===== src/rtl/bb_pkg.sv =====
package bb_pkg;
  localparam int unsigned MODE_W     = 3;
  localparam logic [MODE_W-1:0] MODE_FREE = 3'd1;
  localparam logic [MODE_W-1:0] MODE_LOCK = 3'd4;

  typedef enum logic [1:0] {
    ST_IDLE  = 2'd0,
    ST_DRIVE = 2'd1,
    ST_SETUP = 2'd2,
    ST_DONE  = 2'd3
  } step_e;

  function automatic logic [7:0] merge_rb(input logic [7:0] dir,
                                          input logic [7:0] drv,
                                          input logic [7:0] ext);
    return (dir & drv) | (~dir & ext);
  endfunction
endpackage


===== src/rtl/bb_pin_sync.sv =====
module bb_pin_sync #(
  parameter int unsigned W      = 8,
  parameter int unsigned STAGES = 2
) (
  input  logic         clk,
  input  logic         rst_n,
  input  logic [W-1:0] d_i,
  output logic [W-1:0] q_o
);
  genvar g;
  generate
    for (g = 0; g < W; g++) begin : g_bit
      logic [STAGES-1:0] chain_q;
      logic [STAGES-1:0] chain_d;
      always_comb chain_d = {chain_q[STAGES-2:0], d_i[g]};
      always_ff @(posedge clk or negedge rst_n) begin
        if (!rst_n) chain_q <= '0;
        else        chain_q <= chain_d;
      end
      assign q_o[g] = chain_q[STAGES-1];
    end
  endgenerate
endmodule


===== src/rtl/bb_step_ctrl.sv =====
module bb_step_ctrl
  import bb_pkg::*;
(
  input  logic              clk,
  input  logic              rst_n,
  input  logic [MODE_W-1:0] mode_i,
  input  logic              rate_tick_i,
  input  logic              rd_req_i,
  input  logic              in_valid_i,
  input  logic              out_space_i,
  output logic              in_ready_o,
  output logic              lock_take_o,
  output logic              free_take_o,
  output logic              drive_load_o,
  output logic              sample_req_o,
  output logic              wr_done_o
);
  step_e state_q, state_d;
  logic  is_free, is_lock, idle;

  always_comb begin
    is_free = (mode_i == MODE_FREE);
    is_lock = (mode_i == MODE_LOCK);
    idle    = (state_q == ST_IDLE);
  end

  always_comb begin
    in_ready_o   = idle && ((is_lock && out_space_i) || (is_free && rate_tick_i));
    lock_take_o  = idle && is_lock && out_space_i && in_valid_i;
    free_take_o  = idle && is_free && rate_tick_i && in_valid_i;
    drive_load_o = (state_q == ST_DRIVE);
    wr_done_o    = (state_q == ST_DONE);
    sample_req_o = lock_take_o || (idle && is_free && rd_req_i && out_space_i);
  end

  always_comb begin
    state_d = state_q;
    unique case (state_q)
      ST_IDLE:  if (lock_take_o) state_d = ST_DRIVE;
      ST_DRIVE: state_d = ST_SETUP;
      ST_SETUP: state_d = ST_DONE;
      ST_DONE:  state_d = ST_IDLE;
      default:  state_d = ST_IDLE;
    endcase
  end

  always_ff @(posedge clk or negedge rst_n) begin
    if (!rst_n) state_q <= ST_IDLE;
    else        state_q <= state_d;
  end

  // lockstep consumption only with room for the sample
  a_r6_space_gate: assert property (@(posedge clk) disable iff (!rst_n)
    (is_lock && in_valid_i && in_ready_o) |-> out_space_i);

  // parked codes never accept
  a_r8_parked_no_ready: assert property (@(posedge clk) disable iff (!rst_n)
    (!is_free && !is_lock) |-> !in_ready_o);

  // write-complete strobe lasts one cycle
  a_r7_done_single: assert property (@(posedge clk) disable iff (!rst_n)
    wr_done_o |=> !wr_done_o);

  // no new byte accepted while a lockstep step is in flight
  a_r7_busy_no_ready: assert property (@(posedge clk) disable iff (!rst_n)
    lock_take_o |=> !in_ready_o);
endmodule


===== src/rtl/bb_out_latch.sv =====
module bb_out_latch #(
  parameter int unsigned W = 8
) (
  input  logic         clk,
  input  logic         rst_n,
  input  logic [W-1:0] in_data_i,
  input  logic         lock_take_i,
  input  logic         free_take_i,
  input  logic         drive_load_i,
  output logic [W-1:0] pin_q_o
);
  logic [W-1:0] stage_q, stage_d;
  logic [W-1:0] pin_q, pin_d;
  logic         stage_en, pin_en;

  always_comb begin
    stage_en = lock_take_i;
    stage_d  = in_data_i;
    pin_en   = free_take_i || drive_load_i;
    pin_d    = drive_load_i ? stage_q : in_data_i;
  end

  always_ff @(posedge clk or negedge rst_n) begin
    if (!rst_n)        stage_q <= '0;
    else if (stage_en) stage_q <= stage_d;
  end

  always_ff @(posedge clk or negedge rst_n) begin
    if (!rst_n)      pin_q <= '0;
    else if (pin_en) pin_q <= pin_d;
  end

  assign pin_q_o = pin_q;
endmodule


===== src/rtl/bb_sample_reg.sv =====
module bb_sample_reg
  import bb_pkg::*;
(
  input  logic       clk,
  input  logic       rst_n,
  input  logic       sample_req_i,
  input  logic [7:0] dir_i,
  input  logic [7:0] drv_i,
  input  logic [7:0] ext_i,
  output logic [7:0] data_o,
  output logic       valid_o
);
  logic [7:0] data_q, data_d;
  logic       valid_q;

  always_comb data_d = merge_rb(dir_i, drv_i, ext_i);

  always_ff @(posedge clk or negedge rst_n) begin
    if (!rst_n)            data_q <= '0;
    else if (sample_req_i) data_q <= data_d;
  end

  always_ff @(posedge clk or negedge rst_n) begin
    if (!rst_n) valid_q <= 1'b0;
    else        valid_q <= sample_req_i;
  end

  assign data_o  = data_q;
  assign valid_o = valid_q;
endmodule


===== src/rtl/bb_port.sv =====
module bb_port
  import bb_pkg::*;
#(
  parameter int unsigned SYNC_STAGES = 2
) (
  input  logic              clk,
  input  logic              rst_n,
  input  logic [MODE_W-1:0] mode_i,
  input  logic [7:0]        dir_i,
  input  logic              rate_tick_i,
  input  logic              rd_req_i,
  input  logic [7:0]        in_data_i,
  input  logic              in_valid_i,
  output logic              in_ready_o,
  output logic [7:0]        out_data_o,
  output logic              out_valid_o,
  input  logic              out_space_i,
  input  logic [7:0]        pin_i,
  output logic [7:0]        pin_o,
  output logic [7:0]        pin_oe_o,
  output logic              wr_done_o
);
  logic [7:0] pin_s;
  logic       lock_take, free_take, drive_load, sample_req;

  bb_pin_sync #(.W(8), .STAGES(SYNC_STAGES)) i_sync (
    .clk(clk), .rst_n(rst_n), .d_i(pin_i), .q_o(pin_s)
  );

  bb_step_ctrl i_ctrl (
    .clk(clk), .rst_n(rst_n), .mode_i(mode_i), .rate_tick_i(rate_tick_i),
    .rd_req_i(rd_req_i), .in_valid_i(in_valid_i), .out_space_i(out_space_i),
    .in_ready_o(in_ready_o), .lock_take_o(lock_take), .free_take_o(free_take),
    .drive_load_o(drive_load), .sample_req_o(sample_req), .wr_done_o(wr_done_o)
  );

  bb_out_latch #(.W(8)) i_latch (
    .clk(clk), .rst_n(rst_n), .in_data_i(in_data_i), .lock_take_i(lock_take),
    .free_take_i(free_take), .drive_load_i(drive_load), .pin_q_o(pin_o)
  );

  bb_sample_reg i_samp (
    .clk(clk), .rst_n(rst_n), .sample_req_i(sample_req), .dir_i(dir_i),
    .drv_i(pin_o), .ext_i(pin_s), .data_o(out_data_o), .valid_o(out_valid_o)
  );

  assign pin_oe_o = dir_i;

  // driven pins move only on an accepted free-running byte or a lockstep drive step
  a_r3_pin_change_cause: assert property (@(posedge clk) disable iff (!rst_n)
    (pin_o != $past(pin_o)) |-> $past(free_take || drive_load));

  // each lockstep acceptance yields a sample on the next cycle
  a_r5_sample_follows: assert property (@(posedge clk) disable iff (!rst_n)
    lock_take |=> out_valid_o);

  // a sample is only emitted when the return buffer had room
  a_r4_sample_needs_space: assert property (@(posedge clk) disable iff (!rst_n)
    out_valid_o |-> $past(out_space_i));

  // lockstep byte reaches the pins before the write-complete strobe
  a_r7_drive_before_done: assert property (@(posedge clk) disable iff (!rst_n)
    drive_load |=> !wr_done_o);
endmodule


===== config.mk =====
export PLATFORM = sky130hd
export DESIGN_NAME = bb_port
export DESIGN_NICKNAME = d
export VERILOG_FILES = /design/src/rtl/bb_pkg.sv /design/src/rtl/bb_pin_sync.sv /design/src/rtl/bb_step_ctrl.sv /design/src/rtl/bb_out_latch.sv /design/src/rtl/bb_sample_reg.sv /design/src/rtl/bb_port.sv
export SDC_FILE = /design/constraint.sdc
export NUM_CORES = 1
export LEC_CHECK = 0
export CAP_MARGIN = 20
export CORE_MARGIN = 2
export CORE_UTILIZATION = 45
export CTS_CLUSTER_DIAMETER = 80
export DETAILED_ROUTE_END_ITERATION = 6
export HOLD_SLACK_MARGIN = 0.05
export PLACE_DENSITY = 0.83
export SLEW_MARGIN = 20
export SYNTH_ARGS = -nofsm -noshare
export SYNTH_HDL_FRONTEND = slang
export SYNTH_HIERARCHICAL = 1
export SYNTH_SLANG_ARGS = --single-unit

===== constraint.sdc =====
create_clock -name clk -period 2.9 [get_ports clk]
set_clock_uncertainty 0.05 [all_clocks]
set_input_delay 0.87 -clock clk [delete_from_list [all_inputs] [get_ports clk]]
set_output_delay 0.87 -clock clk [all_outputs]
set_load 0.01 [all_outputs]

# --- Word level (Yosys, flattened, before mapping) ---
# Index checks and enable logic that the tools add are counted.
op_classes:
  n_bitwise: 4
  n_mux: 3
  n_eq_ne: 6
  n_reduce_logical: 15
op_table:
  columns: ["cell", "n"]
  rows:
  - ["AND 8 bit", 2]
  - ["logical AND 1 bit", 11]
  - ["two-way mux 8 bit", 1]
  - ["inverter 8 bit", 1]
  - ["OR 8 bit", 1]
  - ["one-hot mux 2 bit (4 select lines)", 1]
  - ["equality test 2 bit, second input constant", 2]
  - ["equality test 3 x 1 -> 1 bit, second input constant", 1]
  - ["equality test 3 bit, second input constant", 1]
  - ["logical OR 1 bit", 3]
  - ["equality test 2 x 1 -> 1 bit, second input constant", 1]
  - ["zero test 2 bit", 1]
  - ["two-way mux 2 bit", 1]
  - ["!= test 2 x 1 -> 1 bit, second input constant", 1]
word_totals:
  out_inout_bits: 27
  inputBits: 33
  regBits: 43
  elab_cells: 41

# --- Logic depth before layout (Yosys ltp) ---
# Gate-level depths: netlist of run 1.
logic_depth:
  ltp_word: 6
  mapped_depth: 9
  mapped_depth_nobuf: 7

# --- By module ---
# Netlist of run 1, hierarchy kept.
by_module_without_submodules:
  columns: ["module", "area_per_inst_um2", "cells_each", "seq_area_each_um2", "n_inst"]
  rows:
  - ["bb_out_latch", 704.4, 51, 400.4, 1]
  - ["bb_pin_sync", 460.4, 24, 400.4, 1]
  - ["bb_sample_reg", 419.2, 35, 225.2, 1]
  - ["bb_step_ctrl", 246.5, 26, 50.0, 1]
  - ["bb_port", 60.1, 8, 0.0, 1]

# --- Worst setup path after synthesis of run 1 ---
# OpenSTA, ideal clock, no wires.
synth_path:
  path_type: "input to output"
  from: "input port mode_i[0]"
  to: "output port in_ready_o"
  path_buffers: 0
  arrival_ps: 1388
  stages: 3
  required_time_ps: 1980
  setup_slack_ps: 592
  path_cell_list: "nor2b_1 > nand2_1 > a21boi_0"
synth_via:
  elab_chain_len: 4
  elab_cells_between_ends: 6
  cone_classes: "2 x eq/ne; 4 x reduce/logical"
synth_lines:
  columns: ["item", "line_no", "source"]
  rows:
  - ["start, declared", "bb_port.sv:8", "input logic [MODE_W-1:0] mode_i,"]
  - ["equality test 3 bit / equality test 3 x 1 -> 1 bit (equally long branches)", "bb_step_ctrl.sv:23, bb_step_ctrl.sv:22", null]
  - ["logical AND 1 bit", "bb_step_ctrl.sv:28", "in_ready_o = idle && ((is_lock && out_space_i) || (is_free && rate_tick_i));"]
  - ["logical OR 1 bit (*)", "bb_step_ctrl.sv:28", null]
  - ["logical AND 1 bit (*)", "bb_step_ctrl.sv:28", null]
  - ["end, declared", "bb_port.sv:14", "output logic in_ready_o,"]
# Mark *: on every way between the ends. The rest lies on a longest branch, timed or not.

# --- Final worst setup path of run 1 ---
layout_path:
  from: "input port dir_i[0]"
  to: "output port pin_oe_o[0]"
layout_lines:
  columns: ["item", "line_no", "source"]
  rows:
  - ["start, declared", "bb_port.sv:9", "input logic [7:0] dir_i,"]
  - ["end, declared", "bb_port.sv:20", "output logic [7:0] pin_oe_o,"]
# No word-level cell between the ends.

==> impl_metrics.py, run 1 <==
metrics = {
    "sta": {
        "finalSetupViolations": 0,
        "worst_slew_pin_slew_ps": 939,
        "rsz0062_at_grt": "false",
        "fin_crit_sh_pct": 99.3,
        "drv_slew": 0,
        "max_slew_margin_pct": 37.4,
        "hold_slack_ps": 302,
        "finalHoldViolCount": 0,
        "max_clock_freq_mhz": 347,
        "period_minus_slack_ps": 2880,
    },
    "critical_path": {
        "crit_top_cell": "clkdlybuf4s50_1",
        "path_delay_family": "buffers and inverters",
        "worstPathMaxFanout": 2,
        "worst-path-stages": 2,
        "timing.rr.end": "i_latch/pin_q_o[1]",
        "worstSetupEndpointType": "output port",
        "cp.required_ps": 1980,
        "cp_slowest_stage_delay_ps": 570,
        "r2r_slack_ps": 870,
        "startpoint": "dir_i[0]",
        "cp_slowest_cell": "clkdlybuf4s50_1",
        "reg2reg_depth": 9,
        "worst-path-buf-inv": 2,
        "r2r_start": "i_ctrl/state_q[0]",
        "arrival_ps": 1960,
        "crit_end": "pin_oe_o[0]",
        "worstSetupPathType": "in -> out",
        "startpoint_type": "input pin",
        "critical_path.cell_chain": "clkdlybuf4s50_1, clkdlybuf4s50_1",
    },
    "logic_synthesis": {
        "seq_area_frac_synth_pct": 56.9,
        "synth_compound_area_share_pct": 6.15,
        "synth-warning-count": 6,
        "synth-seq-cells": 43,
        "synth_simple_gate_area_share_pct": 7.28,
        "syn_area_per_cell_um2": 13.1,
        "muxShareOfSynthArea_pct": 16.1,
        "synth_cell_types": 20,
        "syn_nets": 182,
        "synth_fa_ha_area_share_pct": 3.31,
        "netlist_area_mm2": 0.00189,
        "synth_top_family_by_area": "multiplexers",
        "synth_cells": 144,
        "synth_xor_area_share_pct": 0,
    },
    "grt": {
        "overflow": 0,
        "antenna_found_initial": 0,
        "grt_first_pass_wirelength_um": 6130,
        "grt_max_degree": 44,
        "grt_pass1_vias": 1306,
        "track_usage_pct": 18.3,
    },
    "clock_network": {
        "cts_buffers": 5,
        "post_cts_buffers": 0,
        "clock_latency_ps": 290,
        "cts_num_sinks": 43,
        "htreeDepth": 2,
        "cts_tree": "done",
        "root_buffer": "clkbuf_8",
        "cts_max_path_buffers": 2,
        "clk_pin_slew_ps": 80,
    },
    "worst_hold_path": {
        "hold_depth": 0,
        "hp-class": "reg -> reg",
        "hp-start": "i_sync/g_bit[3].chain_q[0]",
    },
    "detailed_routing": {
        "wl_per_cell_um": 14.9,
        "via_per_inst": 4.76,
        "vias": 1181,
        "drt_first_pass_iters": 4,
        "postRouteAntennaNets": 0,
        "drtIter0Drc": 70,
        "drt-total-wl_um": 3710,
        "drc": 0,
    },
    "layout": {
        "area_growth_syn_to_layout_pct": 32.3,
        "final_area_mm2": 0.00250,
        "drive_gt1_share_pct": 16.7,
        "insertedDiodeCount": 0,
        "nNetsFinal": 235,
    },
    "place": {
        "numPortBuffers": 59,
        "finalWeightedCongestion": 0.681,
        "place_area_mm2": 0.00241,
        "hpwl_um": 2790,
    },
    "die": {
        "start_util_pct": 46.9,
        "coreArea_mm2": 0.00403,
        "die_y_um": 68.8,
        "num_rows": 23,
        "ios": 60,
        "die-area_mm2": 0.00474,
        "die_x_um": 68.8,
    },
    "power": {
        "p_per_area_mw_per_mm2": 772,
        "total_power_uw": 1930,
        "peakVddDrop_mv": 0.452,
        "power_leakage_uw": 0.00111,
    },
    "outcome": {
        "status": "finished, final reports clean",
    },
    "run": {
        "drv_cap": 0,
    },
}
[layer usage]
layer | routed length, µm | global-route usage, % | vias to the layer above | part of all wire, %
met5 | 0 | 0 | - | 0
met4 | 89 | 7.35 | 0 | 2.4
met3 | 186 | 5.68 | 14 | 5.0
met2 | 1980 | 32.9 | 41 | 53
met1 | 1450 | 20.0 | 560 | 39
li1 | - | - | 566 | -
[layout make-up]
type                            instances  area (µm²)
Inverter                                2        7.51
Timing Repair Buffer                   67         641
Sequential cell                        43        1080
Tap cell                               50        62.6
Clock inverter                          2        12.5
Fill cell                             331        1530
Multi-Input combinational cell         78         629
Clock buffer                            6        72.6
[cell usage after synthesis]
cell	n	area, µm²
dfrtp_1	43	1080
mux2i_1	17	170
buf_4	16	120
nand2_1	12	45.0
mux2_4	9	135
nor2_1	9	33.8
o21ai_1	8	40.0
a21oi_1	7	35.0
ha_1	5	62.6
buf_6	4	45.0
a21oi_2	2	17.5
inv_1	2	7.51
nor2_2	2	12.5
nor2b_1	2	12.5
a21boi_0	1	7.51
buf_12	1	20.0
nand2b_1	1	6.26
nand3b_1	1	7.51
nand3b_4	1	20.0
o21ai_4	1	16.3
[power by group]
part | switching, µW | total, µW | leakage [µW] | internal [µW]
combinational | 295 | 706 | 0.000533 | 411
sequential | 104 | 867 | 0.000532 | 763
clock | 191 | 359 | 0.0000412 | 168
total | 590 | 1930 | 0.00111 | 1340
[cells by family (layout without fill, tap and decap cells)]
family / Yosys count / count (layout)
buffers and inverters: 23 / 77
multiplexers: 26 / 26
adder cells (fa/ha/maj): 5 / 5
flip-flops: 43 / 43
AND/OR/NAND/NOR: 28 / 28
AO/OA/AOI/OAI: 19 / 19
[what timing repair did]
item                       in CTS  in global routing
hold buffers                    0                  0
pin swaps                       0                  0
setup endpoints to repair       1                  1
resized for setup               6                  1
[per-stage QoR]
step	worst slack, ps	std cells	setup TNS, ps	util [%]
CTS	26.1	248	0	62.0
detailed placement	-381	240	-381	59.9
finish	21.6	248	0	62.1
floorplan	592	144	0	-
global placement	-328	240	-328	59.9
global route	4.32	248	0	62.1
[sequential cells by signal, indices dropped and copies added, names as in the netlist]
name                  cells
i_ctrl/state_q            2
i_latch/pin_q_o           8
i_latch/stage_q           8
i_samp/data_o             8
i_samp/valid_o            1
i_sync/g_bit.chain_q     16
[worst min path at each step]
stage | end | slack, ps
after floorplan | i_sync/g_bit[0].chain_q[1] | 280
after global placement | i_sync/g_bit[5].chain_q[1] | 280
after detailed placement | i_sync/g_bit[3].chain_q[1] | 290
after CTS | i_sync/g_bit[3].chain_q[1] | 300
after global routing | i_sync/g_bit[3].chain_q[1] | 320
final | i_sync/g_bit[3].chain_q[1] | 300
[cells in the final DEF, fill, tap and decap left out, drive strengths merged]
| master | n |
|---|---|
| o21ai | 9 |
| nor2b | 2 |
| ha | 5 |
| nand3b | 2 |
| inv | 2 |
| a21oi | 9 |
| buf | 10 |
| clkdlybuf4s50 | 57 |
| nand2 | 12 |
| nand2b | 1 |
| nor2 | 11 |
| clkinvlp | 1 |
| mux2 | 9 |
| clkbuf | 6 |
| clkinv | 1 |
| dfrtp | 43 |
| mux2i | 17 |
| a21boi | 1 |
Power figures use the tool's default switching activity.
==> inputs of run 2 (changes only) <==
Settings changed: CTS_BUF_LIST from default to sky130_fd_sc_hd__clkbuf_16.
==> run 2 against run 1 <==
  * Combinational power about the same
  * Power up 9.0%
  * Utilization up 1.4 points
  * Clock power grew 47%
  * Critical path depth unchanged
  * Critical endpoint unchanged
  * Sequential share of layout area decreased by 0.95 points
  * Die area unchanged
  * Non-clock buffer count stayed put
  * Highest routed layer unchanged
  * Register-to-register slack hardly changed
  * First-iteration DRC count shrank 4.3%
  * Routed wire length up 0.97%
  * Sequential power about the same
  * Largest cell class unchanged
==> impl_metrics.py, run 2 (synthesis results as in run 1) <==
metrics = {
    "outcome": {
        "status": "finished, final reports clean",
    },
    "power": {
        "clockPowerShare_pct": 25.0,
        "p_sw_uw": 615,
        "power_leakage_uw": 0.00114,
        "p_int_uw": 1490,
        "p_per_area_mw_per_mm2": 823,
        "pwr-share-comb_pct": 33.7,
        "netSwitchingFraction_pct": 29.2,
        "peakVddDrop_mv": 0.401,
        "pwr-share-seq_pct": 41.3,
        "total_power_uw": 2110,
    },
    "clock_network": {
        "cts_tree": "done",
        "clk_pin_slew_ps": 60,
        "hold_buffers": 0,
        "htreeDepth": 2,
        "root_buffer": "clkbuf_16",
        "post_cts_buffers": 0,
        "cts_num_sinks": 43,
        "cts_max_path_buffers": 2,
        "clock_latency_ps": 280,
        "cts_buffers": 5,
    },
    "sta": {
        "drv_slew": 0,
        "max_slew_margin_pct": 38.1,
        "fin_crit_sh_pct": 99.3,
        "setup_ws_ps": 20.1,
        "max_clock_freq_mhz": 347,
        "worst_slew_pin_slew_ps": 928,
        "rsz0062_at_grt": "false",
        "finalSetupViolations": 0,
        "finalHoldViolCount": 0,
        "period_minus_slack_ps": 2880,
        "hold_slack_ps": 298,
    },
    "critical_path": {
        "cp_slowest_stage_delay_ps": 570,
        "path_delay_family": "buffers and inverters",
        "crit_top_cell": "clkdlybuf4s50_1",
        "worstSetupEndpointType": "output port",
        "arrival_ps": 1960,
        "worstSetupPathType": "in -> out",
        "cp_slowest_cell": "clkdlybuf4s50_1",
        "cp.required_ps": 1980,
        "worstPathMaxFanout": 2,
        "critical_path.cell_chain": "clkdlybuf4s50_1, clkdlybuf4s50_1",
        "startpoint_type": "input pin",
        "worst-path-buf-inv": 2,
    },
    "detailed_routing": {
        "drt-total-wl_um": 3740,
        "drt_first_pass_iters": 4,
        "postRouteAntennaNets": 0,
        "drc": 0,
        "highest_layer": "met4",
        "wl_met3_um": 188,
        "m1WireLength_um": 1450,
        "drtIter0Drc": 67,
        "vias": 1201,
        "met2WireLength_um": 2040,
        "wl_per_cell_um": 15.1,
        "via_per_inst": 4.84,
    },
    "die": {
        "die_y_um": 68.8,
        "die_x_um": 68.8,
        "coreArea_mm2": 0.00403,
        "ios": 60,
        "num_rows": 23,
        "die-area_mm2": 0.00474,
        "start_util_pct": 46.9,
    },
    "place": {
        "numPortBuffers": 59,
        "hpwl_um": 2790,
        "finalWeightedCongestion": 0.681,
        "post-place-ws_ps": -381,
    },
    "layout": {
        "insertedDiodeCount": 0,
        "largest_register_ff_count": 16,
        "top_register": "i_sync/g_bit.chain_q",
        "drive_gt1_share_pct": 16.7,
        "mostFrequentLayoutCell": "clkdlybuf4s50_1",
        "nFillCells": 321,
        "final_cell_mix": "clkdlybuf4s50_1, dfrtp_1, mux2i_1",
        "area_growth_syn_to_layout_pct": 35.3,
        "fin_util_pct": 63.5,
        "nNetsFinal": 235,
    },
    "run": {
        "drv_cap": 0,
    },
    "grt": {
        "grt_pass1_vias": 1313,
        "track_usage_pct": 18.6,
        "grt_max_degree": 44,
        "antenna_found_initial": 0,
        "overflow": 0,
        "grt_first_pass_wirelength_um": 6240,
    },
    "worst_hold_path": {
        "hp-class": "reg -> reg",
    },
}
run 2: path summary, 6_finish.rpt:
kind / from / cells past startpoint / slack (ps) / to
max: dir_i[0] / 2 / 20 / pin_oe_o[0]
min: i_sync/g_bit[3].chain_q[0] / 0 / 300 / i_sync/g_bit[3].chain_q[1]
max reg2reg: i_ctrl/state_q[0] / 9 / 880 / i_latch/pin_q_o[3]
min reg2reg: i_sync/g_bit[3].chain_q[0] / 0 / 300 / i_sync/g_bit[3].chain_q[1]
max in group asynchronous: rst_n / 1 / 1540 / i_sync/g_bit[7].chain_q[0]
min in group asynchronous: rst_n / 1 / 680 / i_sync/g_bit[1].chain_q[0]
run 2: what timing repair did:
item / 4_1_cts / 5_1_grt
hold endpoints to repair: 0 / 0
gates resized for setup: 6 / 1
setup endpoints to repair: 1 / 1
gates cloned: 0 / 0
run 2: per-stage QoR:
stage	area (µm²)	setup TNS, ps	cells
after floorplan	1890	0	144
after global placement	2410	-328	240
after detailed placement	2410	-381	240
after CTS	2550	0	248
after global routing	2560	0	248
final	2560	0	248
run 2: routing by layer:
metal / up-vias / GRT usage, %
met5: - / 0
met4: 0 / 7.35
met3: 10 / 5.19
met2: 45 / 33.5
met1: 578 / 20.6
li1: 568 / -
run 2: area by class of cell:
type,instances,area (µm²),share of cell area (%)
sequential,43,1080,42.1
timing repair buffer,67,641,25.0
multi-input combinational,78,629,24.6
clock buffer,5,125,4.89
tap,50,62.6,2.45
clock inverter,3,16.3,0.636
inverter,2,7.51,0.294
run 2: power groups by stage:
stage	registers (µW)	logic, µW	clock network (µW)
after floorplan	899	358	0
after CTS	872	716	540
after global placement	866	669	0
after global routing	893	773	574
after detailed placement	880	711	0
final	869	709	527
